--- src/rtl/ddr_rd_pkg.sv ---
package ddr_rd_pkg;

    typedef enum logic [1:0] {
        OP_NOP   = 2'b00,
        OP_READ  = 2'b01,
        OP_PRE   = 2'b10,
        OP_OTHER = 2'b11
    } op_e;

    localparam logic [1:0] STROBE_ACTIVE = 2'b01;
    localparam logic [1:0] STROBE_IDLE   = 2'b00;

endpackage

--- src/rtl/ddr_rd_cdown.sv ---
// Single-shot countdown: load arms it, fire is high for one cycle when it expires.
module ddr_rd_cdown #(
    parameter int CNT_W = 3
) (
    input  logic             clk,
    input  logic             rst_n,
    input  logic             load,
    input  logic             clear,
    input  logic [CNT_W-1:0] load_val,
    output logic             fire,
    output logic             busy
);

    typedef struct packed {
        logic             pend;
        logic [CNT_W-1:0] cnt;
    } cd_t;

    cd_t cd_q, cd_d;

    assign fire = cd_q.pend && (cd_q.cnt == '0);
    assign busy = cd_q.pend;

    always_comb begin
        cd_d = cd_q;
        if (clear) begin
            cd_d.pend = 1'b0;
        end else if (load) begin
            cd_d.pend = 1'b1;
            cd_d.cnt  = load_val;
        end else if (fire) begin
            cd_d.pend = 1'b0;
        end else if (cd_q.pend) begin
            cd_d.cnt = cd_q.cnt - 1'b1;
        end
    end

    always_ff @(posedge clk) begin
        if (!rst_n) cd_q <= '0;
        else        cd_q <= cd_d;
    end

endmodule

--- src/rtl/ddr_rd_wordgen.sv ---
// Computes the even/odd word pair for a given pair index.
module ddr_rd_wordgen #(
    parameter int DATA_W = 16,
    parameter int IDX_W  = 3
) (
    input  logic [DATA_W-1:0] seed,
    input  logic [IDX_W-1:0]  idx,
    output logic [DATA_W-1:0] even_w,
    output logic [DATA_W-1:0] odd_w
);

    logic [IDX_W:0] word_off;

    assign word_off = {idx, 1'b0};
    assign even_w   = seed + DATA_W'(word_off);
    assign odd_w    = even_w + 1'b1;

endmodule

--- src/rtl/ddr_rd_seq.sv ---
module ddr_rd_seq
    import ddr_rd_pkg::*;
#(
    parameter int DATA_W      = 16,
    parameter int BANK_W      = 2,
    parameter int CL_MAX      = 5,
    parameter int BL_CODE_MAX = 2,
    localparam int CL_W       = $clog2(CL_MAX + 1),
    localparam int BLC_W      = (BL_CODE_MAX < 1) ? 1 : $clog2(BL_CODE_MAX + 1)
) (
    input  logic              clk,
    input  logic              rst_n,
    input  logic [1:0]        cmd_op,
    input  logic [BANK_W-1:0] cmd_bank,
    input  logic [DATA_W-1:0] rd_seed,
    input  logic [CL_W-1:0]   cas_lat,
    input  logic [BLC_W-1:0]  bl_code,
    output logic [DATA_W-1:0] dq_even,
    output logic [DATA_W-1:0] dq_odd,
    output logic              dq_oe,
    output logic [1:0]        dqs_lvl
);

    localparam int PAIR_W = BL_CODE_MAX + 1;

    typedef struct packed {
        logic              run;
        logic [PAIR_W-1:0] beat;
        logic [PAIR_W-1:0] nbeat;
        logic [BANK_W-1:0] bank;
        logic [DATA_W-1:0] seed;
        logic              oe;
        logic [DATA_W-1:0] even;
        logic [DATA_W-1:0] odd;
        logic [1:0]        dqs;
    } seq_t;

    seq_t seq_q, seq_d;

    op_e               op;
    logic              busy, rd_ok, pre_hit;
    logic              lat_fire, lat_busy, cut_fire, cut_busy;
    logic              emit, last_pair;
    logic [CL_W-1:0]   cl_m1;
    logic [BLC_W-1:0]  code_eff;
    logic [PAIR_W-1:0] idx, idx_inc;
    logic [DATA_W-1:0] w_even, w_odd;

    assign op       = op_e'(cmd_op);
    assign busy     = lat_busy || seq_q.run;
    assign rd_ok    = (op == OP_READ) && !busy;
    assign pre_hit  = (op == OP_PRE) && busy && (cmd_bank == seq_q.bank);
    assign cl_m1    = (cas_lat == '0) ? '0 : cas_lat - 1'b1;
    assign code_eff = (bl_code > BLC_W'(BL_CODE_MAX)) ? BLC_W'(BL_CODE_MAX) : bl_code;

    // A pair is driven on the edge the latency expires or while a burst runs.
    assign emit      = lat_fire || seq_q.run;
    assign idx       = lat_fire ? '0 : seq_q.beat;
    assign idx_inc   = idx + 1'b1;
    assign last_pair = emit && !seq_d.run;

    ddr_rd_cdown #(.CNT_W(CL_W)) u_lat (
        .clk      (clk),
        .rst_n    (rst_n),
        .load     (rd_ok),
        .clear    (1'b0),
        .load_val (cl_m1),
        .fire     (lat_fire),
        .busy     (lat_busy)
    );

    ddr_rd_cdown #(.CNT_W(CL_W)) u_cut (
        .clk      (clk),
        .rst_n    (rst_n),
        .load     (pre_hit && !cut_busy),
        .clear    (last_pair),
        .load_val (cl_m1),
        .fire     (cut_fire),
        .busy     (cut_busy)
    );

    ddr_rd_wordgen #(.DATA_W(DATA_W), .IDX_W(PAIR_W)) u_words (
        .seed   (seq_q.seed),
        .idx    (idx),
        .even_w (w_even),
        .odd_w  (w_odd)
    );

    always_comb begin
        seq_d = seq_q;
        if (rd_ok) begin
            seq_d.bank  = cmd_bank;
            seq_d.seed  = rd_seed;
            seq_d.nbeat = PAIR_W'(1) << code_eff;
        end
        seq_d.oe   = emit;
        seq_d.even = emit ? w_even : '0;
        seq_d.odd  = emit ? w_odd  : '0;
        seq_d.dqs  = emit ? STROBE_ACTIVE : STROBE_IDLE;
        if (emit) begin
            seq_d.beat = idx_inc;
            seq_d.run  = !cut_fire && (idx_inc < seq_q.nbeat);
        end else begin
            seq_d.run  = 1'b0;
        end
    end

    always_ff @(posedge clk) begin
        if (!rst_n) seq_q <= '0;
        else        seq_q <= seq_d;
    end

    assign dq_even = seq_q.even;
    assign dq_odd  = seq_q.odd;
    assign dq_oe   = seq_q.oe;
    assign dqs_lvl = seq_q.dqs;

endmodule

--- config.mk ---
export PLATFORM = sky130hd
export DESIGN_NAME = ddr_rd_seq
export DESIGN_NICKNAME = d
export VERILOG_FILES = /design/src/rtl/ddr_rd_pkg.sv /design/src/rtl/ddr_rd_cdown.sv /design/src/rtl/ddr_rd_wordgen.sv /design/src/rtl/ddr_rd_seq.sv
export SDC_FILE = /design/constraint.sdc
export NUM_CORES = 1
export LEC_CHECK = 0
export ABC_AREA = 1
export BUFFER_PORTS_ARGS = -buffer_cell sky130_fd_sc_hd__buf_2
export CORE_MARGIN = 3
export CORE_UTILIZATION = 48
export DETAILED_ROUTE_END_ITERATION = 7
export PLACE_DENSITY = 0.78
export SLEW_MARGIN = 20
export SYNTH_ARGS = -nofsm -noshare
export SYNTH_HDL_FRONTEND = slang
export SYNTH_SLANG_ARGS = --single-unit
export TNS_END_PERCENT = 50
--- constraint.sdc ---
create_clock -name clk -period 2.65 [get_ports clk]
set_input_delay 0.3975 -clock clk [delete_from_list [all_inputs] [get_ports clk]]
set_output_delay 0.3975 -clock clk [all_outputs]
set_load 0.1 [all_outputs]
==> key figures, run 1 <==
Status
  • Outcome: finished, final reports clean

Critical path
  • Critical Path AT: 2.71 ns
  • Setup crit end: dq_odd[11]
  • Reg-to-reg endpoint: dq_odd[11]
  • CP peak stage delay: 0.31 ns
  • Critical path launch point: u_lat.cd_q[1]
  • Flop2flop setup slack: 0.18 ns
  • Crit Path Category: flip-flop to flip-flop
  • WP buf/inv: 6
  • CP most frequent cell: nand2_1
  • Worst Setup End Kind: flip-flop
  • Worst-path cell chain: inv_1 > ha_2 > nand3_4 > nand2_1 > inv_2 > ha_1 > ha_1 > inv_1 > nand2_2 > nand2_2 > nand2_2 > inv_2 > nand2_1 > nor2_2 > nand3_2 > inv_2 > nand2_1 > nor2_1 > o21ai_1 > nand2_1 > inv_1
  • Worst path required time: 2.90 ns
  • WP depth: 21
  • Family with the most delay on the worst path: simple AND/OR/NAND/NOR gates
  • Startpoint Class: flip-flop
  • R2R depth: 21
  • Slowest stage cell on the critical path: dfxtp_1
  • Crit-path max FO: 5
  • Reg-to-reg critical path startpoint: u_lat.cd_q[1]

Final layout
  • Layout cell share with drive strength beyond 1: 23.3%
  • Final antenna diode count: 0
  • Storage element area: 1320 um^2
  • Multi-input combinational cell area: 1600 um^2
  • Finished Layout Cells: 616
  • Total Nets Final: 554
  • Layout filler cell count: 650
  • Layout area overhead: 12.5%
  • Most frequent cells in the layout: nand2_1, dfxtp_1, inv_1
  • Fin area: 3880 um^2
  • Most common cell after layout, fill and taps aside: nand2_1
  • Final core utilization: 56.5%

Logic synthesis
  • Synth Register Bits: 66
  • Syn_nets: 522
  • Synth cell types: 36
  • Synth Cell Area: 3450 um^2
  • Mean Syn Cell Area: 7.14 um^2
  • Mapped Cells: 483
  • Seq/Total Area, Yosys: 38.3%
  • Yosys warns: 0

Clock tree
  • Worst skew pair latency: 0.34 ns
  • Maximum clock path buffer count: 2
  • Clock-pin slew on the worst setup and hold paths: 0.07 ns
  • CTS tree: yes
  • TritonCTS Buffers: 9
  • H-tree lvl count: 3
  • Clock root cell: clkbuf_8
  • Clock Sinks: 66

Floorplan
  • Die area: 8240 um^2
  • Die H: 90.8 um
  • Core area: 6870 um^2
  • Core Rows: 30
  • Initial core utilization: 50.2%
  • I/O pins: 62
  • Chip width: 90.8 um

STA
  • Final min period: 2.47 ns
  • Worst slew pin tran: 0.548 ns
  • Fmax: 405 MHz
  • # setup viols final: 0
  • Final period util: 93.1%
  • Layout Skew: 0.00838 ns
  • Final Max Tran Viols: 0
  • Final Hold Viols: 0
  • Max-Slew Margin vs Limit: 63.4%

Placed design
  • DP Area: 3600 um^2
  • Dpl cells: 599
  • DP HPWL: 5370 um
  • Placer Congestion: 0.923
  • Number of port buffers: 60

Pwr
  • Switch Pwr: 633 uW
  • Clock power share: 41.3%
  • Leak: 0.00190 uW
  • Sequential share of power: 44.9%
  • Max VDD drop: 0.354 mV
  • Comb pwr share: 13.8%
  • Sw Share: 26.8%
  • Pwr per Cell Area: 608 nW/um^2
  • Int Pwr: 1730 uW

Route
  • Initial DRC Count: 227
  • Vias per cell: 4.81
  • Vias: 2,960
  • Drt first pass iters: 4
  • Drt drc: 0
  • Post-DRT Antenna Nets: 0
  • Per-cell routed wire length: 11.5 um
  • Routed WL: 7090 um

Worst hold path
  • Worst min-delay path category: input pin to flip-flop
  • Hold-critical path depth: 3

GRT
  • GRT overflow: 0
  • Gr usage total: 18.1%
  • Vias in the first global route: 2,788
  • Largest net degree at the start of global routing: 29
  • Antenna violations before repair: 0
  • First-pass GRT wire length: 12,200 um

Job
  • Max_cap viols: 0
synthesized netlist by cell type (all sizes together):
| library cell | count | area, um^2 |
|---|---|---|
| nand3 | 35 | 213 |
| conb | 1 | 3.75 |
| a22oi | 1 | 7.51 |
| o221ai | 1 | 8.76 |
| o211ai | 1 | 7.51 |
| nand4 | 9 | 56.3 |
| a211oi | 2 | 15.0 |
| xnor2 | 4 | 35.0 |
| inv | 69 | 259 |
| a21oi | 25 | 125 |
| a31oi | 1 | 6.26 |
| clkinv | 1 | 3.75 |
| clkbuf | 7 | 26.3 |
| nor3 | 8 | 45.0 |
| o22ai | 1 | 6.26 |
| and3 | 1 | 6.26 |
| o21ai | 41 | 205 |
| xor2 | 2 | 25.0 |
| nand2 | 101 | 409 |
| nor4 | 1 | 6.26 |
| nor2 | 56 | 233 |
| ha | 12 | 150 |
| dfxtp | 66 | 1320 |
| buf | 37 | 277 |
power by group through the flow:
stage / combinational (uW) / clock [uW] / sequential, uW
2_1_floorplan: 249 / 0 / 1080
3_3_place_gp: 308 / 0 / 1080
3_5_place_dp: 316 / 0 / 1080
4_1_cts: 318 / 998 / 1060
5_1_grt: 364 / 1040 / 1070
6_report: 325 / 975 / 1060
how the worst min path moves through the flow:
stage | end | slack (ns) | startpoint
2_1_floorplan | dq_odd[0] | 0.42 | seq_q[35]
3_3_place_gp | dq_odd[0] | 0.44 | seq_q[35]
3_5_place_dp | dq_odd[0] | 0.44 | seq_q[35]
4_1_cts | seq_q[54] | 0.29 | bl_code[0]
5_1_grt | seq_q[54] | 0.31 | bl_code[0]
6_report | seq_q[54] | 0.30 | bl_code[0]
metal layers:
layer	vias to the layer above	part of all wire [%]	track usage, %
li1	1566	-	-
met1	1300	47	23.8
met2	83	45	28.0
met3	11	7.1	4.58
met4	0	1.3	8.17
met5	-	0	0
registers in the layout, summed over array words and instances (netlist names):
signal and flops:
dq_odd 16, u_cut.cd_q 3, u_cut.busy 1, seq_q 25, dq_oe 1, u_lat.cd_q 3
dq_even 16, u_lat.busy 1
kinds of logic (layout without fill, tap and decap cells):
group,after synthesis,count (layout),synth area share [%]
flip-flops,66,66,38.3
AO/OA/AOI/OAI,73,73,11.1
other,1,1,0.109
adder cells (fa/ha/maj),12,12,4.35
buffers and inverters,114,151,16.4
AND/OR/NAND/NOR,211,211,28.1
XOR/XNOR,6,6,1.74
per-stage QoR:
stage               hold slack, ns  worst slack (ns)   TNS [ns]  power [uW]
floorplan                    0.417             0.277          0        1330
finish                       0.299             0.184          0        2360
global placement             0.437             0.186          0        1390
global route                 0.305         -0.000815  -0.000815        2470
CTS                          0.286            0.0310          0        2380
detailed placement           0.435            0.0629          0        1400
worst reg2reg max path: stages, from the launching register on:
cell	delay, ns
dfxtp_1	0.31
inv_1	0.09
ha_2	0.20
nand3_4	0.09
nand2_1	0.09
inv_2	0.06
ha_1	0.19
ha_1	0.18
inv_1	0.06
nand2_2	0.08
nand2_2	0.09
nand2_2	0.07
inv_2	0.07
nand2_1	0.07
nor2_2	0.14
nand3_2	0.12
inv_2	0.08
nand2_1	0.08
nor2_1	0.09
o21ai_1	0.07
nand2_1	0.10
inv_1	0.04
what timing repair did:
| action | in CTS | in global routing |
|---|---|---|
| setup endpoints to repair | 0 | 10 |
| hold buffers | 0 | 0 |
| buffers inserted | 0 | 1 |
| resized for setup | 0 | 14 |
layout make-up:
cell class	count	share of cell area (%)
Timing Repair Buffer	65	8.70
Inverter	70	6.77
Multi-Input combinational cell	303	41.2
Tap cell	96	3.09
Clock inverter	4	1.87
Clock buffer	12	4.26
Sequential cell	66	34.1
(Power assumes the default switching activity.)
==> inputs of run 2 (changes only) <==
Settings changed: CTS_BUF_LIST set to sky130_fd_sc_hd__clkbuf_2, PLACE_DENSITY 0.78 to 0.7.
==> key figures, run 2 (synthesized netlist as in run 1, its figures left out) <==
Critical path
  • Critical Path AT: 2.87 ns
  • CP peak stage delay: 0.39 ns
  • R2R depth: 21
  • Worst path required time: 3.06 ns
  • Flop2flop setup slack: 0.19 ns
  • Family with the most delay on the worst path: simple AND/OR/NAND/NOR gates
  • Slowest stage cell on the critical path: dfxtp_2
  • WP buf/inv: 5
  • Startpoint Class: flip-flop
  • Reg-to-reg endpoint: dq_odd[10]
  • CP most frequent cell: inv_1
  • Worst-path cell chain: inv_1 > ha_2 > nand3_4 > nand2_1 > nand2_2 > nand2_1 > inv_1 > ha_4 > inv_1 > nand2_2 > inv_1 > nand2_1 > nand2_2 > nor2_2 > nand3_2 > nor2_2 > nand3_2 > nor2_4 > o21ai_1 > o21ai_1 > inv_1
  • Crit Path Category: flip-flop to flip-flop
  • Reg-to-reg critical path startpoint: u_lat.cd_q[0]
  • Worst Setup End Kind: flip-flop
  • Crit-path max FO: 5

Route
  • Initial DRC Count: 114
  • Drt first pass iters: 4
  • Routed WL: 7020 um
  • Vias per cell: 4.77
  • Per-cell routed wire length: 11.3 um
  • Drt drc: 0
  • Post-DRT Antenna Nets: 0
  • Vias: 2,951

GRT
  • Antenna violations before repair: 0
  • Grt peak-use layer: met2
  • Vias in the first global route: 2,695
  • Gr usage total: 17.5%
  • Largest net degree at the start of global routing: 29
  • GRT overflow: 0
  • First-pass GRT wire length: 11,900 um
  • Grt met2 use: 25.9%
  • Met3 usage: 5.08%
  • GR Util met1: 23.4%

Worst hold path
  • Worst min-delay path category: input pin to flip-flop
  • Hold-critical path depth: 3
  • Hold Crit Start: bl_code[0]
  • WHS Endpoint: seq_q[54]

STA
  • Final period util: 92.8%
  • Final Max Tran Viols: 0
  • Fmax: 407 MHz
  • # setup viols final: 0
  • RSZ-0062 raised after global routing: true
  • Layout Skew: 0.0328 ns
  • Worst slew pin tran: 0.547 ns
  • Final Hold Viols: 0
  • Max-Slew Margin vs Limit: 63.4%
  • Final setup TNS: 0 ns
  • Final min period: 2.46 ns

Final layout
  • Final core utilization: 55.5%
  • Final antenna diode count: 0
  • Largest register FFs: 25
  • Most frequent cells in the layout: nand2_1, dfxtp_1, inv_1
  • Layout area overhead: 10.4%
  • Reg with most FFs: seq_q
  • Layout cell share with drive strength beyond 1: 24.7%
  • Total Nets Final: 558
  • Most common cell after layout, fill and taps aside: nand2_1

Placed design
  • DP HPWL: 5330 um
  • Placer Congestion: 0.932
  • Number of port buffers: 60

Pwr
  • Int Pwr: 1340 uW
  • Comb pwr share: 16.9%
  • Pwr per Cell Area: 514 nW/um^2
  • Switch Pwr: 622 uW
  • Clock power share: 28.8%
  • Sw Share: 31.7%
  • Overall Power: 1960 uW
  • Leak: 0.00185 uW
  • Max VDD drop: 0.200 mV
  • Sequential share of power: 54.3%

Clock tree
  • H-tree lvl count: 3
  • Clock root cell: clkbuf_2
  • Maximum clock path buffer count: 2
  • Post-CTS Hold Buffers: 0
  • Clock Sinks: 66
  • CTS tree: yes
  • Worst skew pair latency: 0.51 ns
  • Clock-pin slew on the worst setup and hold paths: 0.20 ns
  • TritonCTS Buffers: 9

Floorplan
  • Initial core utilization: 50.2%
  • Core Rows: 30
  • Core area: 6870 um^2
  • Die H: 90.8 um
  • Chip width: 90.8 um
  • I/O pins: 62
  • Die area: 8240 um^2

Status
  • Outcome: finished, final reports clean

Job
  • Max_cap viols: 0
==> run 2: changes by cell type in the layout (fill, tap and decap cells not counted), sizes merged <==
cell / delta
buf: +4
clkinv: +2
clkinvlp: +1
bufinv: -1
clkbuf: -3
==> run 2: what timing repair did <==
action,CTS,global route
setup buffers,0,4
pin swaps,0,8
resized for setup,1,20
cloned,0,0
setup endpoints to repair,1,12
==> run 2: per-stage QoR <==
stage	hold slack [ns]	area, um^2	setup WS (ns)	cells
3_3_place_gp	0.434	3610	0.165	600
5_1_grt	0.0834	3810	-0.0422	619
4_1_cts	0.0976	3710	0.0161	615
6_report	0.126	3810	0.191	619
2_1_floorplan	0.417	3450	0.277	483
3_5_place_dp	0.435	3610	0.0746	600
==> run 2: area by class of cell <==
type | instances | area [um^2]
Clock buffer | 9 | 45.0
Multi-Input combinational cell | 303 | 1630
Tap cell | 96 | 120
Timing Repair Buffer | 69 | 368
Fill cell | 689 | 3060
Clock inverter | 6 | 58.8
Sequential cell | 66 | 1320
Inverter | 70 | 263
==> run 2: power groups by stage <==
stage | logic [uW] | clock network, uW | registers (uW)
2_1_floorplan | 249 | 0 | 1080
3_3_place_gp | 311 | 0 | 1080
3_5_place_dp | 317 | 0 | 1080
4_1_cts | 319 | 575 | 1060
5_1_grt | 368 | 621 | 1070
6_report | 330 | 565 | 1060
==> run 2: how the worst max path moves through the flow <==
stage,start,to,slack (ns),cells past startpoint
floorplan,u_lat.cd_q[0],dq_odd[11],0.28,18
global placement,u_lat.cd_q[0],dq_odd[11],0.16,18
detailed placement,u_lat.cd_q[0],dq_odd[11],0.07,18
CTS,u_lat.cd_q[0],dq_odd[10],0.02,20
global route,u_lat.cd_q[0],dq_odd[11],-0.04,23
finish,u_lat.cd_q[0],dq_odd[10],0.19,21
==> run 2: layer usage <==
layer	up-vias	share of wire, %	wire length (um)
li1	1575	-	-
met1	1265	49	3470
met2	97	41	2910
met3	14	7.4	521
met4	0	1.8	125
met5	-	0	0
==> run 2: worst min-delay path, stage by stage <==
cell and delay (ns):
buf_2 0.08, a22oi_1 0.06, nor2_1 0.08
==> inputs of run 3 (changes only) <==
Settings changed: ABC_AREA 1 to unset.
==> key figures, run 3 <==
STA
  • Final min period: 3.28 ns
  • RSZ-0062 raised after global routing: true
  • Layout Skew: 0.0436 ns
  • # setup viols final: 14
  • Fmax: 305 MHz
  • Max-Slew Margin vs Limit: 38.5%
  • Final setup TNS: -4.59 ns
  • Post-route worst setup slack: -0.631 ns
  • Final Max Tran Viols: 0
  • Worst slew pin tran: 0.922 ns
  • Final Hold Viols: 0
  • Final period util: 124%

Status
  • Failing checks: negative setup slack
  • Outcome: finished, violations left

Logic synthesis
  • Top cells by count, synth: dfxtp_1, nand2_1, a21oi_1
  • Synth Register Bits: 66
  • Synth cell types: 58
  • Mean Syn Cell Area: 8.09 um^2
  • Top cell type's share of synthesized area: 36.9%
  • Number of flops mapped to enable cells by yosys: 0
  • Post-synth top area cell: dfxtp_1
  • Main flop type after synthesis: dfxtp_1
  • Synth Cell Area: 3580 um^2
  • Syn_nets: 481
  • Mapped Cells: 442
  • Synth top area cells: dfxtp_1, buf_4, nand2_1, a21oi_1, ha_1
  • Yosys warns: 0
  • Seq/Total Area, Yosys: 36.9%
  • Top-count cell post-synth: dfxtp_1
  • Fraction of registers with async set or reset after synthesis: 0%

Clock tree
  • H-tree lvl count: 3
  • Worst skew pair latency: 0.55 ns
  • Clock root cell: clkbuf_2
  • CTS tree: yes
  • TritonCTS Buffers: 9
  • Maximum clock path buffer count: 2
  • Clock Sinks: 66
  • Clock-pin slew on the worst setup and hold paths: 0.18 ns
  • Post-CTS Hold Buffers: 0

Final layout
  • Largest register FFs: 25
  • Total Nets Final: 572
  • Most common cell after layout, fill and taps aside: buf_4
  • Layout area overhead: 32.5%
  • Final antenna diode count: 0
  • Layout cell share with drive strength beyond 1: 39.8%
  • Reg with most FFs: seq_q
  • Fin area: 4740 um^2
  • Layout filler cell count: 594
  • Most frequent cells in the layout: buf_4, dfxtp_1, buf_2
  • Final core utilization: 67.5%

Critical path
  • Setup crit end: dq_odd[12]
  • Worst path required time: 3.08 ns
  • Slowest stage cell on the critical path: or4_4
  • Reg-to-reg critical path startpoint: u_lat.cd_q[1]
  • WP depth: 13
  • Startpoint Class: flip-flop
  • Crit-path max FO: 4
  • Worst-path cell chain: inv_2 > ha_4 > nand3b_1 > and2_4 > xor2_4 > ha_4 > a211oi_2 > or3_4 > or4_4 > and2_4 > or3_4 > nor3_2 > mux2_4
  • Family with the most delay on the worst path: simple AND/OR/NAND/NOR gates
  • Critical path launch point: u_lat.cd_q[1]
  • Flop2flop setup slack: -0.63 ns
  • Critical Path AT: 3.71 ns
  • WP buf/inv: 1
  • Worst Setup End Kind: flip-flop
  • Reg-to-reg endpoint: dq_odd[12]
  • R2R depth: 13
  • Crit Path Category: flip-flop to flip-flop
  • CP peak stage delay: 0.43 ns

Route
  • Routed WL: 9090 um
  • Initial DRC Count: 187
  • Vias: 3,281
  • Drt first pass iters: 4
  • Drt drc: 0
  • Per-cell routed wire length: 14.3 um
  • Vias per cell: 5.18
  • Post-DRT Antenna Nets: 0

Placed design
  • Placer Congestion: 0.885
  • DP Area: 4210 um^2
  • Number of port buffers: 60
  • DP HPWL: 6420 um
  • Placement Setup Slack: -0.625 ns

Pwr
  • Max VDD drop: 0.363 mV
  • Leak: 0.00201 uW
  • Pwr per Cell Area: 492 nW/um^2

Floorplan
  • Die H: 92.3 um
  • I/O pins: 62
  • Initial core utilization: 50.9%
  • Core Rows: 30
  • Chip width: 92.3 um
  • Die area: 8520 um^2
  • Core area: 7020 um^2

GRT
  • Gr usage total: 21.5%
  • First-pass GRT wire length: 14,700 um
  • Vias in the first global route: 3,079
  • GRT overflow: 0
  • Largest net degree at the start of global routing: 31
  • Antenna violations before repair: 0

Worst hold path
  • Hold-critical path depth: 3
  • Worst min-delay path category: input pin to flip-flop

Job
  • Max_cap viols: 0
## run 3: cell count changes after synthesis, sizes merged, moves of 13 or more
cell	delta
nand3	-26
inv	-53
a21oi	+17
o21ai	-27
nor2	-16
nand2	-43
and2	+13
## run 3: per-stage QoR
stage	instances	hold WS [ns]	total power (uW)
floorplan	442	0.432	1290
global placement	607	0.444	1400
detailed placement	607	0.444	1410
CTS	633	0.0465	2320
global route	634	0.0629	2420
finish	634	0.0851	2330
## run 3: how the worst min path moves through the flow
stage	start	to	slack, ns
finish	rd_seed[9]	seq_q[44]	0.09
global route	rd_seed[12]	seq_q[47]	0.06
CTS	rd_seed[12]	seq_q[47]	0.05
detailed placement	seq_q[54]	seq_q[54]	0.44
global placement	seq_q[54]	seq_q[54]	0.44
floorplan	seq_q[54]	seq_q[54]	0.43
## run 3: cells by family (layout without fill, tap and decap cells)
kind of cell    after synthesis  after routing  synth area share [%]
flops                        66             66                  36.9
buf+inv                      72            168                  11.4
fa+ha+maj                    13             13                  4.48
simple gates                175            175                  24.8
mux                           6              6                  1.78
xor+xnor                     20             20                  4.90
other cells                   1              1                 0.105
compound gates               89             89                  15.6
## run 3: layer usage
| layer | part of all wire [%] | track usage (%) |
|---|---|---|
| met5 | 0 | 0 |
| met4 | 1.8 | 8.42 |
| met3 | 6.3 | 4.71 |
| met1 | 45 | 28.0 |
| met2 | 47 | 34.7 |
## run 3: what timing repair did
item	in CTS	in global routing
resized for setup	24	28
pin swaps	14	12
endpoints found under the setup margin	17	26
setup buffers	11	2
## run 3: report_power, final
group | switching [uW] | internal, uW
Sequential | 22.9 | 1020
Combinational | 227 | 166
Clock | 391 | 501
Total | 641 | 1690
## run 3: layout make-up
| class | instances | area [um^2] | share of cell area, % |
|---|---|---|---|
| clock buffer | 9 | 45.0 | 0.951 |
| clock inverter | 7 | 141 | 2.98 |
| tap | 96 | 120 | 2.54 |
| inverter | 16 | 60.1 | 1.27 |
| sequential | 66 | 1320 | 27.9 |
| timing repair buffer | 136 | 878 | 18.5 |
| multi-input combinational | 304 | 2170 | 45.8 |
## run 3: worst min-delay path, delay by kind of cell
kind	cells	cell delay [ns]
AND/OR/NAND/NOR	1	0.04
buffers and inverters	1	0.10
AO/OA/AOI/OAI	1	0.05
